<file path="src/rtl/cfg_port_pkg.sv">
package cfg_port_pkg;
   localparam logic [7:0] KEY_B0      = 8'h87;
   localparam logic [7:0] KEY_B1      = 8'h01;
   localparam logic [7:0] KEY_B2      = 8'h55;
   localparam logic [7:0] KEY_LAST_LO = 8'h55;
   localparam logic [7:0] KEY_LAST_HI = 8'hAA;

   localparam logic [7:0] IX_CTRL  = 8'h02;
   localparam logic [7:0] IX_LDN   = 8'h07;
   localparam logic [7:0] IX_CLK   = 8'h23;
   localparam logic [7:0] IX_PWR   = 8'h2A;
   localparam logic [7:0] IX_ACT   = 8'h30;
   localparam logic [7:0] IX_IOH   = 8'h60;
   localparam logic [7:0] IX_IOL   = 8'h61;
   localparam logic [7:0] IX_WDCFG = 8'h72;
   localparam logic [7:0] IX_WDLO  = 8'h73;
   localparam logic [7:0] IX_WDHI  = 8'h74;
   localparam logic [7:0] IX_APC   = 8'hF4;
   localparam logic [7:0] CLOSE_VAL = 8'h02;

   typedef enum logic [1:0] {KS_0, KS_1, KS_2, KS_3} key_st_e;
endpackage

</file>
<file path="src/rtl/cfg_key_unlock.sv">
module cfg_key_unlock
   import cfg_port_pkg::*;
(
   input  logic       clk,
   input  logic       rst_n,
   input  logic       strap_alt,
   input  logic       addr_wr,
   input  logic [7:0] wbyte,
   input  logic       close_req,
   output logic       open_o
);
   key_st_e    st_q;
   logic [7:0] expect_b;

   always_comb begin
      case (st_q)
         KS_0:    expect_b = KEY_B0;
         KS_1:    expect_b = KEY_B1;
         KS_2:    expect_b = KEY_B2;
         default: expect_b = strap_alt ? KEY_LAST_HI : KEY_LAST_LO;
      endcase
   end

   always_ff @(posedge clk) begin
      if (!rst_n) begin
         st_q   <= KS_0;
         open_o <= 1'b0;
      end else if (open_o) begin
         if (close_req) open_o <= 1'b0;
      end else if (addr_wr) begin
         if (wbyte == expect_b) begin
            if (st_q == KS_3) begin
               open_o <= 1'b1;
               st_q   <= KS_0;
            end else begin
               st_q <= key_st_e'(st_q + 2'd1);
            end
         end else begin
            st_q <= KS_0;
         end
      end
   end

   // the mode opens only on the write that completes the key
   assert_open_after_key_R1: assert property (@(posedge clk) disable iff (!rst_n)
      $rose(open_o) |-> $past(addr_wr && st_q == KS_3));

   // a close request while open locks on the next edge
   assert_close_locks_R5: assert property (@(posedge clk) disable iff (!rst_n)
      (open_o && close_req) |=> !open_o);
endmodule

</file>
<file path="src/rtl/cfg_global_regs.sv">
module cfg_global_regs
   import cfg_port_pkg::*;
#(
   parameter int LDN_W = 3
) (
   input  logic             clk,
   input  logic             rst_n,
   input  logic             we,
   input  logic [7:0]       idx,
   input  logic [7:0]       wbyte,
   output logic [LDN_W-1:0] ldn_o,
   output logic             clk24_o,
   output logic             wdog_armed_o,
   output logic             close_req_o,
   output logic [7:0]       rd_val
);
   if (LDN_W < 1 || LDN_W > 8) begin : g_bad_ldn_w
      $error("cfg_global_regs: LDN_W must be 1..8");
   end

   logic [7:0] wd_cfg_q, wd_lo_q, wd_hi_q;

   always_ff @(posedge clk) begin
      if (!rst_n) begin
         ldn_o    <= '0;
         clk24_o  <= 1'b0;
         wd_cfg_q <= '0;
         wd_lo_q  <= '0;
         wd_hi_q  <= '0;
      end else if (we) begin
         case (idx)
            IX_LDN:   ldn_o    <= wbyte[LDN_W-1:0];
            IX_CLK:   clk24_o  <= wbyte[0];
            IX_WDCFG: wd_cfg_q <= wbyte;
            IX_WDLO:  wd_lo_q  <= wbyte;
            IX_WDHI:  wd_hi_q  <= wbyte;
            default: ;
         endcase
      end
   end

   assign close_req_o  = we && (idx == IX_CTRL) && (wbyte == CLOSE_VAL);
   assign wdog_armed_o = |{wd_cfg_q, wd_lo_q, wd_hi_q};

   always_comb begin
      case (idx)
         IX_LDN:   rd_val = 8'(ldn_o);
         IX_CLK:   rd_val = {7'd0, clk24_o};
         IX_WDCFG: rd_val = wd_cfg_q;
         IX_WDLO:  rd_val = wd_lo_q;
         IX_WDHI:  rd_val = wd_hi_q;
         default:  rd_val = 8'h00;
      endcase
   end

   // the watchdog can only disarm through a zero write
   assert_wdog_off_by_zero_R8: assert property (@(posedge clk) disable iff (!rst_n)
      $fell(wdog_armed_o) |-> $past(we && wbyte == 8'h00));
endmodule

</file>
<file path="src/rtl/cfg_bank_file.sv">
module cfg_bank_file
   import cfg_port_pkg::*;
#(
   parameter int NDEV     = 8,
   parameter int LDN_W    = 3,
   parameter int GPIO_LDN = 7,
   parameter int EC_LDN   = 4
) (
   input  logic              clk,
   input  logic              rst_n,
   input  logic              we,
   input  logic [7:0]        idx,
   input  logic [7:0]        wbyte,
   input  logic [LDN_W-1:0]  ldn,
   output logic [7:0]        rd_val,
   output logic [NDEV-1:0]   dev_active,
   output logic [NDEV*16-1:0] dev_iobase,
   output logic              sb_switch_en,
   output logic              pg_delay,
   output logic              pulse_gate,
   output logic              psu_on_keep
);
   if (NDEV < 1 || NDEV > (1 << LDN_W)) begin : g_bad_ndev
      $error("cfg_bank_file: NDEV must fit in LDN_W bits");
   end
   if (GPIO_LDN >= NDEV || EC_LDN >= NDEV || GPIO_LDN == EC_LDN) begin : g_bad_special
      $error("cfg_bank_file: special banks must be distinct and below NDEV");
   end

   logic [NDEV-1:0][7:0] act_q, ioh_q, iol_q;
   logic [7:0] pwr_q, apc_q;
   logic       gpio_sel, ec_sel;

   assign gpio_sel = (ldn == LDN_W'(GPIO_LDN));
   assign ec_sel   = (ldn == LDN_W'(EC_LDN));

   for (genvar d = 0; d < NDEV; d++) begin : g_bank
      logic hit;
      assign hit = we && (ldn == LDN_W'(d));
      always_ff @(posedge clk) begin
         if (!rst_n) begin
            act_q[d] <= '0;
            ioh_q[d] <= '0;
            iol_q[d] <= '0;
         end else if (hit) begin
            if (idx == IX_ACT) act_q[d] <= wbyte;
            if (idx == IX_IOH) ioh_q[d] <= wbyte;
            if (idx == IX_IOL) iol_q[d] <= wbyte;
         end
      end
      assign dev_active[d]           = act_q[d][0];
      assign dev_iobase[d*16 +: 16]  = {ioh_q[d], iol_q[d]};
   end

   always_ff @(posedge clk) begin
      if (!rst_n) begin
         pwr_q <= '0;
         apc_q <= '0;
      end else if (we) begin
         if (gpio_sel && idx == IX_PWR) pwr_q <= wbyte;
         if (ec_sel && idx == IX_APC)   apc_q <= wbyte;
      end
   end

   assign sb_switch_en = pwr_q[7];
   assign pg_delay     = pwr_q[0];
   assign pulse_gate   = apc_q[6];
   assign psu_on_keep  = apc_q[5];

   always_comb begin
      rd_val = 8'h00;
      for (int d = 0; d < NDEV; d++) begin
         if (ldn == LDN_W'(d)) begin
            case (idx)
               IX_ACT:  rd_val = act_q[d];
               IX_IOH:  rd_val = ioh_q[d];
               IX_IOL:  rd_val = iol_q[d];
               default: ;
            endcase
         end
      end
      if (gpio_sel && idx == IX_PWR) rd_val = pwr_q;
      if (ec_sel && idx == IX_APC)   rd_val = apc_q;
   end

   // the power byte moves only on a write aimed at the GPIO bank
   assert_pwr_gpio_only_R10: assert property (@(posedge clk) disable iff (!rst_n)
      (!gpio_sel || !we) |=> $stable(pwr_q));
endmodule

</file>
<file path="src/rtl/cfg_port_ctrl.sv">
module cfg_port_ctrl
   import cfg_port_pkg::*;
#(
   parameter int NDEV     = 8,
   parameter int LDN_W    = 3,
   parameter int GPIO_LDN = 7,
   parameter int EC_LDN   = 4
) (
   input  logic               clk,
   input  logic               rst_n,
   input  logic               strap_alt,
   input  logic               wr_en,
   input  logic               port_sel,
   input  logic [7:0]         wdata,
   output logic [7:0]         rdata,
   output logic               cfg_open,
   output logic               uart_clk24,
   output logic               wdog_armed,
   output logic [NDEV-1:0]    dev_active,
   output logic [NDEV*16-1:0] dev_iobase,
   output logic               sb_switch_en,
   output logic               pg_delay,
   output logic               pulse_gate,
   output logic               psu_on_keep
);
   logic [7:0]       index_q;
   logic [7:0]       g_rd, b_rd;
   logic [LDN_W-1:0] ldn;
   logic             close_req, reg_we, addr_wr;

   assign addr_wr = wr_en && !port_sel;
   assign reg_we  = wr_en && port_sel && cfg_open;

   cfg_key_unlock u_key (
      .clk(clk), .rst_n(rst_n), .strap_alt(strap_alt),
      .addr_wr(addr_wr), .wbyte(wdata), .close_req(close_req),
      .open_o(cfg_open)
   );

   cfg_global_regs #(.LDN_W(LDN_W)) u_glob (
      .clk(clk), .rst_n(rst_n), .we(reg_we), .idx(index_q), .wbyte(wdata),
      .ldn_o(ldn), .clk24_o(uart_clk24), .wdog_armed_o(wdog_armed),
      .close_req_o(close_req), .rd_val(g_rd)
   );

   cfg_bank_file #(.NDEV(NDEV), .LDN_W(LDN_W), .GPIO_LDN(GPIO_LDN), .EC_LDN(EC_LDN)) u_bank (
      .clk(clk), .rst_n(rst_n), .we(reg_we), .idx(index_q), .wbyte(wdata),
      .ldn(ldn), .rd_val(b_rd), .dev_active(dev_active), .dev_iobase(dev_iobase),
      .sb_switch_en(sb_switch_en), .pg_delay(pg_delay),
      .pulse_gate(pulse_gate), .psu_on_keep(psu_on_keep)
   );

   always_ff @(posedge clk) begin
      if (!rst_n)                   index_q <= '0;
      else if (close_req)           index_q <= '0;
      else if (addr_wr && cfg_open) index_q <= wdata;
   end

   always_comb begin
      if (!cfg_open)     rdata = 8'hFF;
      else if (port_sel) rdata = g_rd | b_rd;
      else               rdata = index_q;
   end

   // a data write while locked leaves every bank output unchanged
   assert_locked_ignore_R3: assert property (@(posedge clk) disable iff (!rst_n)
      (wr_en && port_sel && !cfg_open) |=> ($stable(dev_active) && $stable(dev_iobase)));

   // while locked the index cannot move except through a close
   assert_index_locked_R4: assert property (@(posedge clk) disable iff (!rst_n)
      (!cfg_open && !close_req) |=> $stable(index_q));
endmodule

</file>
<file path="config.mk">
export PLATFORM = sky130hd
export DESIGN_NAME = cfg_port_ctrl
export DESIGN_NICKNAME = d
export VERILOG_FILES = /design/src/rtl/cfg_port_pkg.sv /design/src/rtl/cfg_key_unlock.sv /design/src/rtl/cfg_global_regs.sv /design/src/rtl/cfg_bank_file.sv /design/src/rtl/cfg_port_ctrl.sv
export SDC_FILE = /design/constraint.sdc
export NUM_CORES = 1
export LEC_CHECK = 0
export BUFFER_PORTS_ARGS = -buffer_cell sky130_fd_sc_hd__buf_2
export CAP_MARGIN = 20
export CORE_MARGIN = 2
export CORE_UTILIZATION = 33
export CTS_BUF_LIST = sky130_fd_sc_hd__clkbuf_4 sky130_fd_sc_hd__clkbuf_8
export DETAILED_ROUTE_END_ITERATION = 8
export MAX_ROUTING_LAYER = met4
export PLACE_DENSITY = 0.47
export SETUP_SLACK_MARGIN = 0.1
export SYNTH_ARGS = -nofsm -noshare
export SYNTH_HDL_FRONTEND = slang
export SYNTH_SLANG_ARGS = --single-unit
</file>
<file path="constraint.sdc">
create_clock -name clk -period 3.3 [get_ports clk]
set_clock_uncertainty 0.1 [all_clocks]
set_input_delay 0.99 -clock clk [delete_from_list [all_inputs] [get_ports clk]]
set_output_delay 0.99 -clock clk [all_outputs]
set_load 0.05 [all_outputs]
</file>
# Yosys cells after proc, flatten, opt, wreduce, memory -nomap -nowiden
# Index checks and enable logic that the tools add are counted.
# classes
magnitude_cmp	0
reduce_logical	53
n_addsub	1
n_shift	0
n_eq_ne	23
n_div	0
mux	30
multipliers	0
bitwise	3
# op_table
op	count
$pmux 8 s3	9
$mux 8	13
$reduce_and 2->1	32
$eq 8x7->1 const B	5
$pmux 8 s5	1
$eq 8x6->1 const B	3
$reduce_or 24->1	1
$eq 8x2->1 const B	2
$logic_and 1x1->1	16
$eq 3x3->1 const B	4
$eq 8x3->1 const B	1
$eq 8x8->1	1
$eq 8x8->1 const B	1
$or 8x8->8	1
$eq 3x2->1 const B	2
$mux 1	5
$eq 2x2->1 const B	2
$mux 2	2
$eq 3x1->1 const B	1
$logic_not 3->1	1
$add 2x1->2 const B	1
$eq 2x1->1 const B	1
$logic_not 2->1	1
$not 1->1	2
other kinds (2)	2
# totals
in_bits	13
wordCells	144
mem_bits_rw	0
romBits	0
reg_bits	247
out_inout_bits	151
n_memories	0
latchBits	0

# Logic depth before layout (Yosys ltp)
# depth
depth_word	22
ltp_mapped	10
ltp_nobuf	9

# Modules after synthesis
# Synthesis repeated with hierarchy kept, for this count alone.
# unflattened
hier_cells	1535
hier_area_um2	12549.5
# modules_own_cells
module	cells_each	seq_area_each_um2	instances	area_each_um2
cfg_bank_file	1276	4164.0	1	10213.5
cfg_global_regs	155	560.5	1	1457.6
cfg_port_ctrl	64	160.2	1	541.8
cfg_key_unlock	40	60.1	1	336.6

# Worst setup path after synthesis
# Ideal clock, no wire load.
# synth_path
path_kind	reg-to-output
from	register index_q[1]
to	output rdata[2]
path_slack_ns	-0.426
arrival_time_ns	2.636
required_time_ns	2.210
path_buffers	2
stages_incl_launch_ff	10
path_cell_list	dfxtp_1 > buf_4 > or4_4 > buf_6 > a2111oi_4 > a221oi_2 > a2111oi_2 > o211a_1 > o21ai_1 > a21oi_1
# synth_via
elab_chain_len	22
word_cells_on_any_way	34
cone_classes	eq/ne (10); mux (21); bitwise (1); reduce/logical (2)
# synth_rtl
element	line_no	text
from (decl)	cfg_port_ctrl.sv:26	logic [7:0] index_q;
from (signal assigned)	cfg_port_ctrl.sv:56	else if (addr_wr && cfg_open) index_q <= wdata;
$eq 8x7->1 / $eq 8x6->1 (equally long branches)	cfg_bank_file.sv:74	case (idx)
$pmux 8 s3	cfg_bank_file.sv:74	
$mux 8	cfg_bank_file.sv:73	if (ldn == LDN_W'(d)) begin
$pmux 8 s3	cfg_bank_file.sv:74	
$mux 8	cfg_bank_file.sv:73	
$pmux 8 s3	cfg_bank_file.sv:74	
$mux 8	cfg_bank_file.sv:73	
$pmux 8 s3	cfg_bank_file.sv:74	
(+6 left out)	--	
$mux 8	cfg_bank_file.sv:73	
$pmux 8 s3	cfg_bank_file.sv:74	
$mux 8	cfg_bank_file.sv:73	
$mux 8	cfg_bank_file.sv:82	if (gpio_sel && idx == IX_PWR) rd_val = pwr_q;
$mux 8	cfg_bank_file.sv:83	if (ec_sel && idx == IX_APC) rd_val = apc_q;
$or 8x8->8 (*)	cfg_port_ctrl.sv:61	else if (port_sel) rdata = g_rd | b_rd;
$mux 8 (*)	cfg_port_ctrl.sv:61	
$mux 8 (*)	cfg_port_ctrl.sv:60	if (!cfg_open) rdata = 8'hFF;
to (decl)	cfg_port_ctrl.sv:15	output logic [7:0] rdata,
# Every way passes the cells marked *; elsewhere a longest branch is shown, timed or not.

# Final worst setup path
# layout_path
from	register index_q[4]
to	output rdata[4]
# layout_via
elab_chain_len	22
word_cells_on_any_way	34
cone_classes	eq/ne (10); mux (21); bitwise (1); reduce/logical (2)
# layout_rtl
element	line_no
$eq 8x7->1 / $eq 8x6->1 (equally long branches)	cfg_bank_file.sv:74
$pmux 8 s3	cfg_bank_file.sv:74
$mux 8	cfg_bank_file.sv:73
$pmux 8 s3	cfg_bank_file.sv:74
$mux 8	cfg_bank_file.sv:73
$pmux 8 s3	cfg_bank_file.sv:74
$mux 8	cfg_bank_file.sv:73
$pmux 8 s3	cfg_bank_file.sv:74
(+6 left out)	--
$mux 8	cfg_bank_file.sv:73
$pmux 8 s3	cfg_bank_file.sv:74
$mux 8	cfg_bank_file.sv:73
$mux 8	cfg_bank_file.sv:82
$mux 8	cfg_bank_file.sv:83
$or 8x8->8	cfg_port_ctrl.sv:61
$mux 8 (*)	cfg_port_ctrl.sv:61
$mux 8 (*)	cfg_port_ctrl.sv:60
# Marks and branches as above.

==> results.py <==
metrics = {
    "routing": {
        "via_per_inst": 5.47,
        "vias": 12166,
        "drc_errors": 0,
        "drtIter0Drc": 1047,
        "dr.pass1.iters": 8,
        "drt_wl_total_um": 50800,
        "ant_nets": 0,
        "wl_per_cell_um": 22.9,
    },
    "clocking": {
        "cts_buffer_depth": 3,
        "htreeDepth": 2,
        "clock_latency_ps": 630,
        "numCtsBuffers": 48,
        "path_clk_slew_ps": 60,
        "clock_sinks": 247,
        "root_buffer": "clkbuf_8",
        "cts_tree": "built",
        "hold_buffers": 0,
    },
    "critical_path": {
        "worstSetupPathType": "reg -> out",
        "critPathMaxFanout": 7,
        "critPathCaptureType": "output pin",
        "cp.arrival_ps": 3050,
        "startpoint_type": "register",
        "slowest_stage": "a222oi_1",
        "cp_cell_sequence": "and4bb_2, and2_4, buf_4, bufbuf_16, a222oi_1, a211oi_2, o31ai_4, a21oi_4, buf_6",
        "critPathRequiredTime_ps": 2210,
        "critPathMaxStageDelay_ps": 620,
    },
    "synthesis": {
        "synth_area_leaders": "dfxtp_1 (40%), mux2i_1 (9.4%), a21boi_0 (8.2%), nand3_1 (6.3%), nand2_1 (5.9%)",
        "synth_most_common_cell": "dfxtp_1",
        "syn_area_sq_um": 12300,
        "synth-main-ff-cell": "dfxtp_1",
        "yosysUniqueCellTypes": 75,
        "ys_seq_area_share_pct": 40.3,
        "yosysWarnings": 0,
        "synth_top_cell_area_share_pct": 40.3,
        "synthArstFlopShare_pct": 0,
        "syn_avg_cell_area_sq_um": 8.56,
        "synth_cells": 1434,
        "ys_ff_latch": 247,
        "synth_edf_count": 0,
        "synth_commonest_cells": "dfxtp_1 (247), nand2_1 (193), nand3_1 (155), a21boi_0 (134), mux2i_1 (115)",
        "synth_top_area_cell": "dfxtp_1",
        "synth_nets": 1450,
    },
    "sta": {
        "report.final.slew_viol_count": 0,
        "max_freq_mhz": 242,
        "worst_hold_slack_ps": 363,
        "min_period_ps": 4140,
        "hold_viol": 0,
        "setup_violations": 8,
        "fin_ws_ps": -836,
        "max_slew_margin_pct": 56.2,
        "worstMarginPinSlew_ps": 657,
        "finalSetupTns_ps": -6270,
        "rsz0062_at_grt": "true",
        "final.period_utilization_pct": 125,
    },
    "power_and_ir_drop": {
        "p_per_area_nw_per_um2": 400,
        "p_clk_share_pct": 52.0,
        "p_sw_mw": 1.55,
        "internal-power_mw": 5.09,
        "combinationalPowerShare_pct": 3.1,
        "vdd_drop_max_uv": 248,
        "swShare_pct": 23.3,
        "p_leak_nw": 6.05,
        "seqPwrFrac_pct": 44.9,
    },
    "layout": {
        "fin_nets": 1736,
        "fin_util_pct": 45.3,
        "diodes": 0,
        "area_growth_pct": 35.2,
        "drive_above_1_share_pct": 32.3,
        "fin_area_sq_um": 16600,
    },
    "grt": {
        "met1_usage_pct": 36.0,
        "grt_max_degree": 92,
        "grt.busiest_layer": "met2",
        "grt_use_met3_pct": 4.96,
        "antenna_found_initial": 0,
        "grt_pass1_vias": 11905,
        "grtUsageTotal_pct": 26.9,
        "overflow": 0,
        "grt_first_pass_wirelength_um": 76300,
        "grtUsageMet2_pct": 40.6,
    },
    "floorplanning": {
        "rows": 70,
        "die_width_um": 197,
        "core_sq_um": 36600,
        "start_util_pct": 33.5,
        "ios": 164,
        "die-area_sq_um": 38800,
        "dieHeight_um": 197,
    },
    "min_path": {
        "holdCritPathClass": "reg -> reg",
    },
    "outcome": {
        "violations": "negative setup slack",
        "outcome": "finished, violations left",
    },
    "placed_design": {
        "port_buffers": 163,
        "dp.final_hpwl_um": 35000,
        "placed_cell_area_sq_um": 14800,
        "globalplace.congestion": 0.943,
    },
    "flow_run": {
        "maxCapViolations": 0,
    },
}
==> cell type report <==
class                      instances  area, sq um
clock inverter                     9          129
multi-input combinational       1036         7150
tap                              468          586
clock buffer                      76          946
inverter                           8         30.0
sequential                       247         4960
timing repair buffer             379         2800
fill                            3673        20000
==> critical path, delay by kind of cell, from the launching register on <==
kind	cells	cell delay (ps)
and+or+nand+nor	2	450
AOI/OAI and AO/OA	4	1040
buffers and inverters	3	570
DFF	1	360
==> power by group through the flow <==
| stage | clock network, mW | logic [mW] | registers [mW] |
|---|---|---|---|
| 2_1_floorplan | 0 | 0.114 | 3.05 |
| 3_3_place_gp | 0 | 0.204 | 3.05 |
| 3_5_place_dp | 0 | 0.203 | 3.05 |
| 4_1_cts | 3.53 | 0.203 | 2.98 |
| 5_1_grt | 3.68 | 0.213 | 2.98 |
| 6_report | 3.46 | 0.205 | 2.98 |
==> path summary, 6_finish.rpt <==
check	start	endpoint	slack, ps	depth (start not counted)
setup reg to reg	index_q[6]	u_bank.dev_iobase[58]	730	11
setup / recovery	index_q[4]	rdata[4]	-840	9
hold / removal	u_bank.act_q[9]	u_bank.act_q[9]	360	2
hold reg to reg	u_bank.act_q[9]	u_bank.act_q[9]	360	2
==> flip-flops by register name, indices dropped and copies added (netlist names), 2 cells and up <==
| name | count |
|---|---|
| index_q | 8 |
| u_bank.act_q | 56 |
| u_bank.apc_q | 8 |
| u_bank.dev_active | 8 |
| u_bank.dev_iobase | 128 |
| u_bank.pwr_q | 8 |
| u_glob.ldn_o | 3 |
| u_glob.wd_cfg_q | 8 |
| u_glob.wd_hi_q | 8 |
| u_glob.wd_lo_q | 8 |
| u_key.st_q | 2 |
==> cells by family (layout without fill, tap and decap cells) <==
group / Yosys count / count (layout) / share of synthesized area, %
adders and majority gates: 3 / 3 / 0.306
and+or+nand+nor: 594 / 595 / 24.8
DFF: 247 / 247 / 40.3
AOI/OAI and AO/OA: 321 / 321 / 19.6
buffers and inverters: 152 / 472 / 5.53
muxes: 117 / 117 / 9.56
==> what timing repair did <==
item / CTS / global route
resized for setup: 86 / 31
gates cloned: 3 / 0
buffers inserted: 10 / 10
endpoints found under the setup margin: 8 / 8
pin swaps: 33 / 23
==> metal layers <==
| layer | up-vias | share of wire (%) |
|---|---|---|
| met5 | - | 0 |
| met4 | 0 | 3.5 |
| met3 | 105 | 6.0 |
| met2 | 462 | 45 |
| met1 | 5891 | 46 |
| li1 | 5708 | - |
==> placed cells by master, fill, tap and decap left out, drive strengths merged, types with 6 or more instances in the layout <==
| cell type | netlist | routed |
|---|---|---|
| a222oi | 22 | 22 |
| nor3 | 12 | 12 |
| nand2 | 194 | 194 |
| and3 | 6 | 6 |
| and2 | 8 | 8 |
| a22oi | 34 | 34 |
| or2 | 5 | 6 |
| a22o | 7 | 7 |
| nor4 | 17 | 17 |
| a211oi | 8 | 8 |
| nand3 | 155 | 155 |
| buf | 71 | 377 |
| a221oi | 10 | 10 |
| clkbuf | 73 | 76 |
| mux2i | 115 | 115 |
| a21oi | 32 | 32 |
| inv | 8 | 9 |
| dfxtp | 247 | 247 |
| nor2b | 109 | 109 |
| a31oi | 7 | 7 |
| o22ai | 16 | 16 |
| a21boi | 134 | 134 |
| nand2b | 6 | 6 |
| o21ai | 19 | 19 |
| nor2 | 58 | 58 |
==> through the flow <==
step                total power, mW  instances  worst slack (ps)
global placement               3.25       2115              -468
floorplan                      3.16       1434             -9.41
finish                         6.64       2223              -836
global route                   6.87       2223              -960
CTS                            6.72       2213              -974
detailed placement             3.25       2115              -481
Power figures use the tool's default switching activity.
